<file path="config.mk">
export PLATFORM = sky130hd
export DESIGN_NAME = reg_write_guard
export DESIGN_NICKNAME = d
export VERILOG_FILES = /design/src/rtl/reg_write_guard.sv
export SDC_FILE = /design/constraint.sdc
export NUM_CORES = 1
export LEC_CHECK = 0
export CAP_MARGIN = 10
export CORE_ASPECT_RATIO = 1.5
export CORE_MARGIN = 5
export CORE_UTILIZATION = 25
export DETAILED_ROUTE_END_ITERATION = 16
export DONT_BUFFER_PORTS = 1
export PLACE_DENSITY_LB_ADDON = 0.05
export SYNTH_ARGS = -nofsm -noshare
export SYNTH_HDL_FRONTEND = slang
export SYNTH_SLANG_ARGS = --single-unit
</file>
<file path="constraint.sdc">
create_clock -name clk -period 3.1 [get_ports clk]
set_input_delay 0.155 -clock clk [delete_from_list [all_inputs] [get_ports clk]]
set_output_delay 0.155 -clock clk [all_outputs]
set_load 0.01 [all_outputs]
</file>
<file path="src/rtl/reg_write_guard.sv">
module reg_write_guard #(
  parameter int          ADDR_W    = 8,
  parameter logic [7:0]  KEY0_ADDR = 8'h6C,
  parameter logic [7:0]  KEY1_ADDR = 8'h70,
  parameter logic [7:0]  STAT_ADDR = 8'h74,
  parameter logic [7:0]  PROT_LO   = 8'h00,
  parameter logic [7:0]  PROT_HI   = 8'h5F,
  parameter logic [31:0] KEY0_VAL  = 32'h83E70B13,
  parameter logic [31:0] KEY1_VAL  = 32'h95A4F1E0
) (
  input  logic              clk,
  input  logic              rst_n,
  input  logic              wr_en,
  input  logic [ADDR_W-1:0] wr_addr,
  input  logic [31:0]       wr_data,
  input  logic              rd_en,
  input  logic [ADDR_W-1:0] rd_addr,
  output logic [31:0]       rd_data,
  output logic              rd_valid,
  output logic              wr_pass,
  output logic              unlocked,
  output logic              wr_err
);
  localparam logic [ADDR_W-1:0] K0A = ADDR_W'(KEY0_ADDR);
  localparam logic [ADDR_W-1:0] K1A = ADDR_W'(KEY1_ADDR);
  localparam logic [ADDR_W-1:0] STA = ADDR_W'(STAT_ADDR);
  localparam logic [ADDR_W-1:0] PLO = ADDR_W'(PROT_LO);
  localparam logic [ADDR_W-1:0] PHI = ADDR_W'(PROT_HI);

  logic armed;
  logic hit_k0, hit_k1, hit_st, own, prot, drop;

  assign hit_k0 = wr_en && (wr_addr == K0A);
  assign hit_k1 = wr_en && (wr_addr == K1A);
  assign hit_st = wr_en && (wr_addr == STA);
  assign own    = (wr_addr == K0A) || (wr_addr == K1A) || (wr_addr == STA);
  assign prot   = (wr_addr >= PLO) && (wr_addr <= PHI);
  assign drop   = wr_en && !own && prot && !unlocked;
  assign wr_pass = wr_en && !own && (!prot || unlocked);

  always_ff @(posedge clk) begin
    if (!rst_n) begin
      armed    <= 1'b0;
      unlocked <= 1'b0;
    end else if (hit_k0) begin
      armed <= (wr_data == KEY0_VAL);
      if (wr_data != KEY0_VAL) unlocked <= 1'b0;
    end else if (hit_k1) begin
      armed <= 1'b0;
      if (armed && wr_data == KEY1_VAL) unlocked <= 1'b1;
    end
  end

  always_ff @(posedge clk) begin
    if (!rst_n)                   wr_err <= 1'b0;
    else if (drop)                wr_err <= 1'b1;
    else if (hit_st && wr_data[1]) wr_err <= 1'b0;
  end

  always_ff @(posedge clk) begin
    if (!rst_n) begin
      rd_valid <= 1'b0;
      rd_data  <= '0;
    end else begin
      rd_valid <= rd_en;
      if (rd_en) rd_data <= (rd_addr == STA) ? {30'd0, wr_err, unlocked} : 32'd0;
    end
  end
endmodule

</file>
==> impl_results.md <==
* Status: complete, no violations
* CTS resizes at 0
* Post-Synthesis Cells at around 90
* Clock share of power at between 40% and 50%
* Combinational power share at approximately 15%
* Initial antenna violation count at 0
* Setup bufs post-CTS at 0
* Num ports at 88
* Tot GR Track Use at 8.67%
* Worst Path Required at between 2000 and 3000 ps
* Final period util at between 40% and 50%
* First-pass GRT wire length at about 2.7 mm
* Via density at roughly 4.3
* Max-slew violation count at 0
* DRC viols at 0
* Number of fill cells in the layout at approximately 330
* Drt wl/cell at 14.3 um
* Crit. End Element: output pin
* Commonest non-fill, non-tap cell in the layout: conb_1
* Detailed Routing Iterations Pass 1 at 4
* CTS tree: done
* Setup TNS at 0 ps
* Vias in the first global route at a little over 600
* H-Tree Depth at 1
* Switching power at a little under 0.00006 W
* Post-route ant nets at 0
* RSZ-0062 raised after global routing: false
* Distinct cells, synth at 32
* Seq cells post-synth at 6
* Clock root buffer: clkbuf_8
* Number of buffers created by CTS at 3
* FMAX at about 0.77 GHz
* Starting Density at between 20 and 30%
* Area Overhead vs Synth at -3.63%
* Most frequent cells in the layout: conb_1, dfxtp_1, and2_1, nor2b_1
* Chip Width at 54.0 um
* Die H at between 70 and 80 um
* DR iter-0 viols at 8
* Critical path data arrival time at around 1100 ps
* Area of the core at 2850 sq um
* Register area share after synthesis at between 15 and 20%
* Vias at between 500 and 600
* Final worst path period need at 1300 ps
* Worst setup path category: reg2out
* Nets@finish at between 100 and 150
* Mapped Avg Cell Area at approximately 8.2 sq um
* FF+latch area at 120 sq um
* Crit-path max FO at 6
* Num rows at 24
* Port Buf Inserts at 0
* Antenna cells at 0
* Int Pwr at ~0.00017 W
* Final Non-Filler Cells at 129
* Final setup violation count at 0
* Hold Fails Final Rpt at 0
* Layout cells sized above 1 at under 10%
* CTS Buffer Depth at 2
* Maxcap violations at 0
* Die Area at slightly above 4000 sq um
* Gr ovfl total at 0
* Synth Warn # at 0
* Clk sinks at 6
* Skew final at ~2.4 ps
* Post-DP HPWL at 1.66 mm
* Routability congestion estimate at 0.621
* Post-placement cell count at around 130
* Power Density at roughly 330 nW/um^2
* Routed WL at ~1.9 mm
* Hold-fix buffers, CTS at 0
* Syn Std Cell Area at 724 sq um
* Part of the power in registers at approximately a third
* Pin count of the biggest net entering global routing at 8
* Pleak at ~0.27 nW
* Multi-input gate area at 484 sq um
* Maximum VDD drop at between 0.09 and 0.1 mV
* Skew-Pair Late Insertion Delay at roughly 220 ps
* CP startpoint kind: register
* Switching part of the total power at around 25%
* Clk slew on worst S/H paths at approximately 30 ps
* Tightest Hold Check Type: in2reg
## worst max-delay path, cell delays in order (launching register included)
cell	delay [ps]
dfxtp_1	500
o31ai_1	130
a31oi_1	290
## Yosys cell counts (all sizes together)
library cell	number	area, sq um
nor4	1	6.26
or4b	1	10.0
o31ai	2	20.0
nor3b	3	22.5
nor2	1	3.75
and3	1	6.26
inv	1	3.75
nor4b	3	32.5
nand2	3	11.3
conb	1	3.75
and4bb	1	12.5
nand3	3	20.0
nor4bb	3	30.0
and2	4	25.0
o41ai	1	8.76
nand4b	1	8.76
buf	30	225
or3	1	6.26
o211ai	2	15.0
and4b	3	30.0
a21oi	3	15.0
o32a	1	10.0
a21boi	1	7.51
dfxtp	6	120
o21ai	2	10.0
nor2b	4	25.0
nor3	1	10.0
a31oi	1	6.26
nand4	3	18.8
## worst paths after layout
check,start,cells after the start,endpoint,slack [ps]
max reg2reg,unlocked$_SDFFE_PN0P_,2,wr_err$_SDFFE_PN0P_,1930
min,rd_en,1,rd_valid$_SDFF_PN0_,60
min reg2reg,armed$_SDFFE_PN0P_,2,armed$_SDFFE_PN0P_,520
max,unlocked$_SDFFE_PN0P_,2,wr_pass,1800
## layer usage
| layer | vias to the layer above | GRT usage [%] | wire length, um |
|---|---|---|---|
| li1 | 271 | - | - |
| met4 | 0 | 3.84 | 14 |
| met5 | - | 0 | 0 |
| met1 | 240 | 8.82 | 559 |
| met2 | 45 | 14.6 | 954 |
| met3 | 2 | 3.73 | 323 |
## stage by stage
step	hold WS, ps	setup slack (ps)	instance area, sq um	total power (W)	utilization, %
after floorplan	277	2030	833	0.000142	-
after global placement	283	1930	657	0.000116	23.0
after detailed placement	281	1910	657	0.000116	23.0
after CTS	53.5	1780	698	0.000236	24.5
after global routing	70.1	1720	698	0.000248	24.5
final	57.6	1800	698	0.000232	24.5
## flip-flops by register name, summed over array words and instances, names as in the netlist
name / cells
rd_valid: 1
rd_data: 2
armed: 1
unlocked: 1
wr_err: 1
## power groups by stage
stage	logic, W	clock network [W]	registers (W)
2_1_floorplan	0.0000600	0	0.0000819
3_3_place_gp	0.0000340	0	0.0000823
3_5_place_dp	0.0000340	0	0.0000824
4_1_cts	0.0000341	0.000121	0.0000812
5_1_grt	0.0000393	0.000127	0.0000814
6_report	0.0000355	0.000116	0.0000812
## final cells by class
cell class / instances / area share [%]
multi-input combinational: 80 / 69.4
sequential: 6 / 17.2
tap: 39 / 6.99
clock buffer: 3 / 5.91
inverter: 1 / 0.538
## logic make-up (layout without fill, tap and decap cells)
kind of cell           Yosys count  in the layout  synth area share (%)
other                            1             30                 0.518
buffers and inverters           31              4                  31.6
AND/OR/NAND/NOR                 37             37                  38.5
AO/OA/AOI/OAI                   13             13                  12.8
flip-flops                       6              6                  16.6
Power figures use the tool's default switching activity.
